**src/rtl/pad_poll_pkg.sv**
```systemverilog
package pad_poll_pkg;

  // sequencer phases
  typedef enum logic [2:0] {
    PH_IDLE  = 3'd0,
    PH_LATCH = 3'd1,
    PH_SETUP = 3'd2,
    PH_LOW   = 3'd3,
    PH_HIGH  = 3'd4,
    PH_GAP   = 3'd5
  } phase_e;

  // number of parallel button outputs
  localparam int unsigned NUM_BTN = 12;

  // serial bit index that feeds a given output position
  function automatic int unsigned src_bit(input int unsigned out_pos);
    case (out_pos)
      0:       return 1;   // face A <- Y
      1:       return 0;   // face B <- B
      2:       return 9;   // face C <- X
      3:       return 8;   // face D <- A
      8:       return 2;   // Select
      9:       return 3;   // Start
      default: return out_pos;
    endcase
  endfunction

  function automatic int unsigned max_of(input int unsigned a, input int unsigned b);
    return (a > b) ? a : b;
  endfunction

endpackage

```
**src/rtl/pad_poll_sync.sv**
```systemverilog
module pad_poll_sync #(
  parameter bit RST_VAL = 1'b0
) (
  input  logic clk,
  input  logic rst_n,
  input  logic d_i,
  output logic q_o
);

  logic [1:0] stage_q;

  always_ff @(posedge clk or negedge rst_n) begin
    if (!rst_n) begin
      stage_q <= {2{RST_VAL}};
    end else begin
      stage_q <= {stage_q[0], d_i};
    end
  end

  assign q_o = stage_q[1];

endmodule

```
**src/rtl/pad_poll_tick.sv**
```systemverilog
module pad_poll_tick #(
  parameter int unsigned DIV = 100
) (
  input  logic clk,
  input  logic rst_n,
  output logic tick_o
);

  localparam int unsigned CW = (DIV > 1) ? $clog2(DIV) : 1;
  localparam logic [CW-1:0] LAST = CW'(DIV - 1);

  logic [CW-1:0] cnt_q;
  logic [CW-1:0] cnt_d;

  always_comb begin
    tick_o = (cnt_q == LAST);
    cnt_d  = tick_o ? '0 : cnt_q + CW'(1);
  end

  always_ff @(posedge clk or negedge rst_n) begin
    if (!rst_n) begin
      cnt_q <= '0;
    end else begin
      cnt_q <= cnt_d;
    end
  end

endmodule

```
**src/rtl/pad_poll_seq.sv**
```systemverilog
module pad_poll_seq
  import pad_poll_pkg::*;
#(
  parameter int unsigned LATCH_US = 12,
  parameter int unsigned SETUP_US = 6,
  parameter int unsigned HALF_US  = 6,
  parameter int unsigned GAP_US   = 0,
  parameter int unsigned NUM_BITS = 16,
  parameter int unsigned BIT_W    = 4
) (
  input  logic             clk,
  input  logic             rst_n,
  input  logic             tick_i,
  output logic             latch_o,
  output logic             sclk_o,
  output logic             smp_en_o,
  output logic [BIT_W-1:0] smp_idx_o
);

  localparam int unsigned MAXLEN  = max_of(max_of(LATCH_US, SETUP_US), max_of(HALF_US, GAP_US));
  localparam int unsigned CNT_W   = $clog2(MAXLEN + 1);
  localparam int unsigned GAP_LEN = (GAP_US == 0) ? 1 : GAP_US;
  localparam logic [BIT_W-1:0] LAST_BIT = BIT_W'(NUM_BITS - 1);

  phase_e           state_q, state_d;
  logic [CNT_W-1:0] cnt_q, cnt_d;
  logic [BIT_W-1:0] bit_q, bit_d;
  logic             latch_q, sclk_q;
  logic [CNT_W-1:0] len;
  logic             ph_end;
  logic             smp_en;

  // phase length in ticks
  always_comb begin
    case (state_q)
      PH_LATCH: len = CNT_W'(LATCH_US);
      PH_SETUP: len = CNT_W'(SETUP_US);
      PH_LOW:   len = CNT_W'(HALF_US);
      PH_HIGH:  len = CNT_W'(HALF_US);
      PH_GAP:   len = CNT_W'(GAP_LEN);
      default:  len = CNT_W'(1);
    endcase
  end

  // next state
  always_comb begin
    ph_end  = tick_i && (cnt_q == len - CNT_W'(1));
    state_d = state_q;
    cnt_d   = tick_i ? cnt_q + CNT_W'(1) : cnt_q;
    bit_d   = bit_q;
    smp_en  = 1'b0;
    if (ph_end) begin
      cnt_d = '0;
      case (state_q)
        PH_IDLE:  state_d = PH_LATCH;
        PH_LATCH: state_d = PH_SETUP;
        PH_SETUP: begin
          state_d = PH_LOW;
          bit_d   = '0;
          smp_en  = 1'b1;
        end
        PH_LOW:   state_d = PH_HIGH;
        PH_HIGH: begin
          if (bit_q == LAST_BIT) begin
            state_d = (GAP_US > 0) ? PH_GAP : PH_LATCH;
          end else begin
            state_d = PH_LOW;
            bit_d   = bit_q + BIT_W'(1);
            smp_en  = 1'b1;
          end
        end
        PH_GAP:   state_d = PH_LATCH;
        default:  state_d = PH_IDLE;
      endcase
    end
  end

  // registers, pad pins decoded from the next state so they leave a flop
  always_ff @(posedge clk or negedge rst_n) begin
    if (!rst_n) begin
      state_q <= PH_IDLE;
      cnt_q   <= '0;
      bit_q   <= '0;
      latch_q <= 1'b0;
      sclk_q  <= 1'b1;
    end else begin
      state_q <= state_d;
      cnt_q   <= cnt_d;
      bit_q   <= bit_d;
      latch_q <= (state_d == PH_LATCH);
      sclk_q  <= (state_d != PH_LOW);
    end
  end

  assign latch_o   = latch_q;
  assign sclk_o    = sclk_q;
  assign smp_en_o  = smp_en;
  assign smp_idx_o = bit_d;

endmodule

```
**src/rtl/pad_poll_map.sv**
```systemverilog
module pad_poll_map
  import pad_poll_pkg::*;
#(
  parameter int unsigned BIT_W   = 4,
  parameter int unsigned NUM_OUT = 12
) (
  input  logic               clk,
  input  logic               rst_n,
  input  logic               smp_en_i,
  input  logic [BIT_W-1:0]   smp_idx_i,
  input  logic               din_i,
  output logic [NUM_OUT-1:0] btn_n_o
);

  logic [NUM_OUT-1:0] btn_q;
  logic [NUM_OUT-1:0] btn_d;

  for (genvar j = 0; j < NUM_OUT; j++) begin : g_pos
    localparam int unsigned SRC = src_bit(j);
    logic hit;
    always_comb begin
      hit      = smp_en_i && (smp_idx_i == BIT_W'(SRC));
      btn_d[j] = hit ? din_i : btn_q[j];
    end
  end

  always_ff @(posedge clk or negedge rst_n) begin
    if (!rst_n) begin
      btn_q <= '1;
    end else begin
      btn_q <= btn_d;
    end
  end

  assign btn_n_o = btn_q;

endmodule

```
**src/rtl/pad_poller.sv**
```systemverilog
module pad_poller
  import pad_poll_pkg::*;
#(
  parameter int unsigned CLK_HZ   = 100_000_000,
  parameter int unsigned LATCH_US = 12,
  parameter int unsigned SETUP_US = 6,
  parameter int unsigned HALF_US  = 6,
  parameter int unsigned GAP_US   = 0,
  parameter int unsigned NUM_BITS = 16
) (
  input  logic               clk,
  input  logic               rst_n,
  input  logic               pad_data,
  output logic               pad_latch,
  output logic               pad_clk,
  output logic [NUM_BTN-1:0] pad_btn_n
);

  localparam int unsigned TICK_DIV  = CLK_HZ / 1_000_000;
  localparam int unsigned BIT_W     = (NUM_BITS > 1) ? $clog2(NUM_BITS) : 1;
  localparam int unsigned LATCH_CYC = LATCH_US * TICK_DIV;
  localparam int unsigned HALF_CYC  = HALF_US * TICK_DIV;

  logic             rst_int_n;
  logic             tick;
  logic             data_s;
  logic             smp_en;
  logic [BIT_W-1:0] smp_idx;

  pad_poll_sync #(.RST_VAL(1'b0)) u_rst_sync (
    .clk   (clk),
    .rst_n (rst_n),
    .d_i   (1'b1),
    .q_o   (rst_int_n)
  );

  pad_poll_sync #(.RST_VAL(1'b1)) u_data_sync (
    .clk   (clk),
    .rst_n (rst_int_n),
    .d_i   (pad_data),
    .q_o   (data_s)
  );

  pad_poll_tick #(.DIV(TICK_DIV)) u_tick (
    .clk    (clk),
    .rst_n  (rst_int_n),
    .tick_o (tick)
  );

  pad_poll_seq #(
    .LATCH_US (LATCH_US),
    .SETUP_US (SETUP_US),
    .HALF_US  (HALF_US),
    .GAP_US   (GAP_US),
    .NUM_BITS (NUM_BITS),
    .BIT_W    (BIT_W)
  ) u_seq (
    .clk       (clk),
    .rst_n     (rst_int_n),
    .tick_i    (tick),
    .latch_o   (pad_latch),
    .sclk_o    (pad_clk),
    .smp_en_o  (smp_en),
    .smp_idx_o (smp_idx)
  );

  pad_poll_map #(
    .BIT_W   (BIT_W),
    .NUM_OUT (NUM_BTN)
  ) u_map (
    .clk       (clk),
    .rst_n     (rst_int_n),
    .smp_en_i  (smp_en),
    .smp_idx_i (smp_idx),
    .din_i     (data_s),
    .btn_n_o   (pad_btn_n)
  );

endmodule

```
**config.mk**
```make
export PLATFORM = sky130hd
export DESIGN_NAME = pad_poller
export DESIGN_NICKNAME = d
export VERILOG_FILES = /design/src/rtl/pad_poll_pkg.sv /design/src/rtl/pad_poll_sync.sv /design/src/rtl/pad_poll_tick.sv /design/src/rtl/pad_poll_seq.sv /design/src/rtl/pad_poll_map.sv /design/src/rtl/pad_poller.sv
export SDC_FILE = /design/constraint.sdc
export NUM_CORES = 1
export LEC_CHECK = 0
export BUFFER_PORTS_ARGS = -buffer_cell sky130_fd_sc_hd__buf_4
export CAP_MARGIN = 40
export CORE_MARGIN = 1.5
export CORE_UTILIZATION = 45
export CTS_BUF_LIST = sky130_fd_sc_hd__clkbuf_16
export CTS_CLUSTER_SIZE = 25
export DETAILED_ROUTE_END_ITERATION = 16
export GPL_TIMING_DRIVEN = 0
export PLACE_DENSITY = 0.62
export SYNTH_ARGS = -nofsm -noshare
export SYNTH_HDL_FRONTEND = slang
export SYNTH_SLANG_ARGS = --single-unit
export TNS_END_PERCENT = 100
```
**constraint.sdc**
```tcl
create_clock -name clk -period 3.25 [get_ports clk]
set_input_delay 0.325 -clock clk [delete_from_list [all_inputs] [get_ports clk]]
set_output_delay 0.325 -clock clk [all_outputs]
set_load 0.05 [all_outputs]
```
==> results of run 1 <==
==> path summary, 6_finish.rpt <==
| kind | start | endpoint | depth (start not counted) |
|---|---|---|---|
| max | u_seq.state_q[0]$_DFF_PN0_ | u_map.btn_n_o[7]$_DFFE_PN1P_ | 7 |
| min | pad_data | u_data_sync.stage_q[0]$_DFF_PN1_ | 1 |
| max reg2reg | u_seq.state_q[0]$_DFF_PN0_ | u_map.btn_n_o[7]$_DFFE_PN1P_ | 7 |
| min reg2reg | u_rst_sync.stage_q[1]$_DFF_PN0_ | u_seq.bit_q[1]$_DFF_PN0_ | 0 |
| max in group asynchronous | u_rst_sync.stage_q[1]$_DFF_PN0_ | u_tick.cnt_q[2]$_DFF_PN0_ | 1 |
| min in group asynchronous | u_rst_sync.stage_q[1]$_DFF_PN0_ | u_seq.bit_q[1]$_DFF_PN0_ | 0 |
==> stage by stage <==
| stage | utilization, % | worst slack, ns |
|---|---|---|
| detailed placement | 53.0 | 0.455 |
| global route | 57.3 | 0.301 |
| finish | 57.3 | 0.472 |
| floorplan | - | 0.743 |
| CTS | 57.3 | 0.446 |
| global placement | 52.6 | 0.502 |
==> logic make-up (layout without fill, tap and decap cells) <==
family | after synthesis | after routing
adders and majority gates | 3 | 3
other | 1 | 1
AOI/OAI and AO/OA | 37 | 37
muxes | 16 | 16
and+or+nand+nor | 66 | 66
buffers and inverters | 17 | 43
DFF | 36 | 36
xor gates and xnor gates | 7 | 7
==> layer usage <==
metal	up-vias	GRT usage, %	wire [um]	share of wire [%]
met3	6	5.26	150	3.9
met5	-	0	0	0
met4	0	7.63	58	1.5
li1	720	-	-	-
met2	30	27.1	1820	48
met1	731	23.2	1790	47
==> synth_stat cells (all sizes together) (3+ instances only) <==
master  count
nor3        5
inv         7
mux2i       4
a21oi       5
nand2      13
nor2b       3
xnor2       6
clkbuf      4
nand4       3
o21ai       6
dfrtp      21
nand3       9
o211ai      9
nor4        7
ha          3
mux2       12
buf         6
nor2       12
dfstp      15
==> repair_timing <==
action,4_1_cts,5_1_grt
endpoints found under the hold margin,2,0
setup buffers,0,0
hold buffers,1,0
==> critical path, cell delays in order, from the launching register on <==
cell and delay [ns]:
sky130_fd_sc_hd__dfrtp_1 0.37, sky130_fd_sc_hd__buf_2 0.21, sky130_fd_sc_hd__nor3b_1 0.25, sky130_fd_sc_hd__mux2i_1 0.50, sky130_fd_sc_hd__o211ai_4 0.23, sky130_fd_sc_hd__or4_4 0.58, sky130_fd_sc_hd__nor4_2 0.21, sky130_fd_sc_hd__mux2_1 0.36
==> report_power, final <==
part	switching [W]	total (W)	internal [W]	leakage, nW
Clock	0.000192	0.000525	0.000333	0.0786
Combinational	0.00000618	0.0000105	0.00000433	0.433
Sequential	0.00000551	0.000458	0.000453	0.434
Total	0.000204	0.000994	0.000790	0.946
==> area by class of cell <==
cell class,count,area [um2]
Inverter,7,26.3
Fill cell,348,1750
Multi-Input combinational cell,130,967
Clock inverter,2,16.3
Clock buffer,6,150
Timing Repair Buffer,18,145
Buffer,10,53.8
Tap cell,50,62.6
Sequential cell,36,920
==> flip-flops by register name, summed over array words and instances (netlist names) <==
name and flops:
u_seq.bit_q 4, u_data_sync.stage_q 2, u_tick.cnt_q 7, u_seq.cnt_q 4
u_rst_sync.stage_q 2, u_seq.latch_o 1, u_seq.state_q 3, u_seq.sclk_o 1
u_map.btn_n_o 12
==> flow_results.org, run 1 <==
** Detailed routing
- The count of nets left with antenna violations once routing finished came out at 0.
- Length of the first detailed-routing pass in iterations :: 4
- Count of routing violations after the opening detailed-route iteration :: 115
- Overall via count from detail_route :: about 1,500
- Routed length per placed instance :: 14.7 um
- Using the TritonRoute via totals, the vias-per-cell ratio works out to approximately 5.7.
- In the routed design, unresolved DRC markers number 0.
- The final layout contains routed wiring with a total length of 3820 um.

** Cells and area
- The finished cells cover 2340 um2.
- Number of standard cells in the final layout excluding fillers :: 259
- The library cells used most frequently in the layout, excluding fill and tap cells, are sky130_fd_sc_hd__dfrtp_1 (21), sky130_fd_sc_hd__buf_4 (17), sky130_fd_sc_hd__dfstp_2 (15).
- The net count of the finished layout is 214.
- Relative to the synthesized area, the layout overhead comes to 19.0%.
- Final antenna diode count :: 0
- Fraction of layout cells with a size suffix above 1 :: about a third
- Most frequent standard cell in the layout excluding fill and tap cells :: sky130_fd_sc_hd__dfrtp_1

** CTS
- Clock tree synthesis inserted a total of 5 buffers.
- Sinks on the clock net :: 36
- The H-tree generated during clock tree synthesis spans 2 levels.
- Clock-pin slew was measured on the worst setup and hold paths at about 0.060 ns.
- Gates resized during post-CTS repair numbered 0.
- Clock latency on the worst-skew pair, taken at its later pin, is roughly 0.28 ns.
- TritonCTS built the clock tree.
- Longest Clk Path Bufs :: 2
- Clock Tree Root :: sky130_fd_sc_hd__clkbuf_16

** Synth
- In the post-synthesis netlist, the biggest area contributors are sky130_fd_sc_hd__dfrtp_1 (27%), sky130_fd_sc_hd__dfstp_2 (20%), sky130_fd_sc_hd__mux2_2 (5.7%), sky130_fd_sc_hd__o211ai_1 (3.1%), sky130_fd_sc_hd__xnor2_1 (2.7%).
- The number of nets handed over by synthesis was 189.
- Summed over all instances, the cell type with the most area after synthesis is sky130_fd_sc_hd__dfrtp_1.
- Count of flip-flops with a built-in enable after synthesis :: 0
- Among all flip-flop cells after synthesis, the most frequent one is sky130_fd_sc_hd__dfrtp_1.
- Compound-gate portion of the synthesized area :: around 16%
- Count of different cell masters after synthesis :: 54
- After Yosys synthesis, full adders, half adders and majority gates account for under 10% of the synthesized area.
- After synthesis, the largest area contributor takes up 26.7% of total cell area.
- Summing the sequential cell areas from Yosys gives between 40% and 50% of the chip area.
- Of the total synthesized cell area, the portion taken by AND, OR, NAND and NOR gates is a little under a fifth.
- By area, the combinational part of the netlist is dominated by simple AND/OR/NAND/NOR gates.
- Number of synthesized register bits :: 36
- After technology mapping, the gate count stands at approximately 180.
- Post-Syn Area per Cell :: 10.7 um2
- Of all flip-flops after synthesis, the portion carrying an async set or reset was between 90% and 100%.
- Synthesis warning total :: 0
- Synth Area in XOR/XNOR :: 3.12%
- After synthesis the cells add up to roughly 2000 um2.
- Fraction of synthesized area in multiplexers :: 8.91%

** Global routing
- Global-route wire length before repair :: 6730 um
- Antenna violations before repair :: 0
- Via count of the first global-routing pass :: about 1,500
- Global router's overall resource usage :: between 10% and 20%
- Largest net degree at the start of global routing :: 21
- The total overflow left after global routing is 0.

** Floorplan
- The die covers 4780 um2.
- The region available for standard cell placement spans slightly above 4000 um2.
- The die is ~69 um wide.
- Initial core utilization :: just under 50%
- Standard-cell row count :: 23
- Die height :: 69.1 um
- 17 I/O pins were placed.

** Timing
- Max-slew headroom :: 46.4%
- Based on the critical path, the design can be clocked at up to between 0.3 and 0.4 GHz.
- Setup repair after global routing left no endpoint under its margin.
- The number of failing hold endpoints at the final stage is 0.
- In the final timing run, aggregate negative setup slack is 0 ns.
- Worst Clk Skew :: ~0.0033 ns
- The tightest hold path in the finished design has a slack of around 0.15 ns.
- Final Slew Violations :: 0
- After layout, the minimum clock period comes to approximately 2.8 ns.
- The worst path uses 85.5% of the clock period.
- Final setup violating endpoints :: 0
- Measured slew at the worst slew-check pin :: around 0.80 ns

** Power
- Lkg Pwr :: between 0.9 and 1 nW
- Power per Cell Area :: 425 nW/um2
- Final total power :: 0.000994 W
- Across the VDD grid, the largest voltage drop is just over 0.4 mV.

** Critical path
- Setup slack on the worst flop-to-flop path :: ~0.47 ns
- STA puts the critical path data arrival time at 2.98 ns.
- The worst setup path is launched from a flip-flop.
- Crit Path Max Fanout :: 10
- The worst setup path is captured at a flip-flop.
- By startpoint and endpoint, the worst setup path is classified as reg2reg.
- For the worst setup path, the data required time is between 3 and 4 ns.

** Flow run
- Reported max-cap violation count :: 0

** Place
- Including well taps, the total number of placed cells is 250.
- At the end of routability-driven placement, the weighted congestion stood at around 0.80.
- Detailed placement finished with a half-perimeter wire length of between 2000 and 3000 um.
- Post-placement cell area :: around 2200 um2
- Input and output buffers added on the ports amount to 16.

** Run status
- The run finished with clean final reports.

** Hold path
- HP Class :: in2reg
(Power assumes the default switching activity.)
==> run 2, diff against run 1 <==
CORE_UTILIZATION = 35   (was 45)
PLACE_DENSITY = 0.51   (was 0.62)
==> run 2 against run 1 <==
  * Register-to-register slack got worse by 0.08 ns
  * Wire length rose by 1.9%
  * Cell area rose by 0.59%
  * Global-route usage fell by 2.9 points
  * Combinational power rose by 21%
  * Clock skew rose by 0.00077 ns
  * Die area rose by 27%
  * Final cell count rose by 8.5%
  * Core utilization fell by 14 points
  * Sequential cell count did not move
  * Largest power group is now registers
==> flow_results.org, run 2 (same netlist as run 1, synthesis figures left out) <==
** Critical path
- Startpoint type of the worst setup path :: flip-flop
- Class of the most critical setup path :: reg2reg
- Crit Path Max Fanout :: 10
- Number of cells on the worst reg-to-reg path :: 7
- Capturing element type of the critical path :: flip-flop
- WP data arrival :: 3.06 ns
- For the worst setup path, the data required time is between 3 and 4 ns.

** Cells and area
- Commonest non-fill, non-tap cells in the layout :: sky130_fd_sc_hd__dfrtp_1 (21), sky130_fd_sc_hd__buf_4 (17), sky130_fd_sc_hd__dfstp_2 (15)
- Leaving out fill and tap cells, the most frequent cell in the layout is sky130_fd_sc_hd__dfrtp_1.
- Fin nets :: ~210
- Fraction of layout cells with a size suffix above 1 :: between 30% and 40%
- The register with the most flip-flops in the layout has 12 of them.
- From synthesis to final layout, the design area changed by 19.7%.
- The number of antenna diodes in the final layout is 0.

** CTS
- After clock tree synthesis, the clock-pin slew on the worst setup and hold paths is about 0.050 ns.
- Clock latency on the worst-skew pair, taken at its later pin, is ~0.28 ns.
- Longest Clk Path Bufs :: 2
- Post-cts resize count :: 0
- Counting every sink on the clock net gives 36.
- The tree is rooted in a sky130_fd_sc_hd__clkbuf_16.
- Number of buffers created by CTS :: 5
- In this run the number of H-tree levels came out at 2.
- CTS tree :: yes

** Global routing
- Global router's overall resource usage :: around 15%
- Largest net degree at the start of global routing :: 19
- The number of antenna violations at the first check in global routing was 0.
- The via count of the first global-routing pass is 1,501.
- The first global-routing pass estimated ~7200 um of wire.
- The total overflow left after global routing is 0.

** Floorplan
- Standard-cell row count :: 27
- For this design the top-level I/O count stands at 17.
- The floorplan step set the die height to ~78 um.
- Core Region :: roughly 5500 um2
- DIE AREA :: approximately 6000 um2
- The die is 78.0 um wide.
- Initial core utilization :: between 30% and 40%

** Place
- Before CTS, the worst setup slack after placement is approximately 0.38 ns.
- Routability-driven placement finished with a final weighted congestion of about 0.8.
- In this run the tool buffered the top-level ports with 16 buffer cells.
- Once detailed placement completed, the half-perimeter wirelength came to just under 3000 um.

** Detailed routing
- Count of routing violations after the opening detailed-route iteration :: 45
- Remaining DRCs :: 0
- Length of the first detailed-routing pass in iterations :: 4
- Overall via count from detail_route :: approximately 1,500
- The count of nets left with antenna violations once routing finished came out at 0.
- Wires add up to between 3000 and 4000 um.
- Vias per std cell :: about 5.3
- Routed length per placed instance :: between 10 and 15 um

** Power
- In this run the static leakage power is between 0.9 and 1 nW.
- Final total power :: around 0.0009 W
- VDD sags by at most 0.268 mV.
- For this design the ratio of total power to cell area is roughly 390 nW/um2.

** Timing
- Maximum clock rate :: approximately 0.35 GHz
- Measured slew at the worst slew-check pin :: between 0.7 and 0.8 ns
- Final Slew Violations :: 0
- The smallest clock period supported by the final layout is computed as 2.86 ns.
- Setup slack closes at 0.395 ns.
- Worst Clk Skew :: roughly 0.004 ns
- Summed over all failing endpoints, the final setup total negative slack is 0 ns.
- Final setup violating endpoints :: 0
- Unrepaired setup endpoints after global routing :: no
- In the finished design, the share of the clock period the worst path needs comes to between 80% and 90%.
- In this run the tightest slew margin relative to its limit is 50.6%.
- The number of failing hold endpoints at the final stage was 0.

** Run status
- The run finished with clean final reports.

** Hold path
- Instance count along the most critical hold path :: 1
- The worst hold path belongs to the class in2reg.

** Flow run
- Max-cap violations in this run came to 0.
## run 2: final timing paths
check | start | endpoint | slack (ns)
worst max register to register | u_seq.state_q[0]$_DFF_PN0_ | u_map.btn_n_o[4]$_DFFE_PN1P_ | 0.39
max in group asynchronous | u_rst_sync.stage_q[1]$_DFF_PN0_ | u_map.btn_n_o[1]$_DFFE_PN1P_ | 2.33
worst min-delay path | pad_data | u_data_sync.stage_q[0]$_DFF_PN1_ | 0.15
worst min register to register | u_rst_sync.stage_q[1]$_DFF_PN0_ | u_tick.cnt_q[3]$_DFF_PN0_ | 0.31
min in group asynchronous | u_rst_sync.stage_q[1]$_DFF_PN0_ | u_tick.cnt_q[3]$_DFF_PN0_ | 0.31
worst max-delay path | u_seq.state_q[0]$_DFF_PN0_ | u_map.btn_n_o[4]$_DFFE_PN1P_ | 0.39
## run 2: metrics by stage
| step | instance area, um2 | utilization, % | hold slack (ns) | cells |
|---|---|---|---|---|
| 6_report | 2350 | 43.0 | 0.154 | 281 |
| 5_1_grt | 2350 | 43.0 | 0.146 | 281 |
| 2_1_floorplan | 1970 | - | 0.0294 | 183 |
| 4_1_cts | 2350 | 43.0 | 0.147 | 281 |
| 3_3_place_gp | 2180 | 39.8 | 0.107 | 271 |
| 3_5_place_dp | 2200 | 40.3 | 0.109 | 272 |
## run 2: worst max-delay path: stages (launching register included)
cell and delay [ns]:
sky130_fd_sc_hd__dfrtp_1 0.38, sky130_fd_sc_hd__buf_2 0.22, sky130_fd_sc_hd__nor3b_1 0.26, sky130_fd_sc_hd__mux2i_1 0.51, sky130_fd_sc_hd__o211ai_4 0.24, sky130_fd_sc_hd__nor3_1 0.33, sky130_fd_sc_hd__nor4b_1 0.45, sky130_fd_sc_hd__mux2_2 0.39
## run 2: routing by layer
metal,up-vias,track usage [%],routed length (um)
met1,732,20.0,1860
li1,724,-,-
met4,0,4.29,39
met5,-,0,0
met2,25,23.3,1850
met3,5,3.88,131
## run 2: where the power goes
part           internal [W]  switching (W)  leakage, nW
combinational    0.00000602     0.00000667        0.439
clock              0.000278       0.000176       0.0687
sequential         0.000453     0.00000514        0.434
## run 2: layout make-up
| cell class | instances | area, um2 |
|---|---|---|
| clock buffers | 5 | 125 |
| multi-input cells | 130 | 967 |
| fillers | 548 | 3120 |
| flip-flops and latches | 36 | 920 |
| repair buffers | 18 | 158 |
| clock inverters | 3 | 15.0 |
| inverters | 7 | 26.3 |
| plain buffers | 10 | 53.8 |
| well taps | 72 | 90.1 |
## run 2: repair_timing
action | in CTS | in global routing
hold buffers | 1 | 0
endpoints found under the hold margin | 2 | 0
setup buffers | 0 | 0
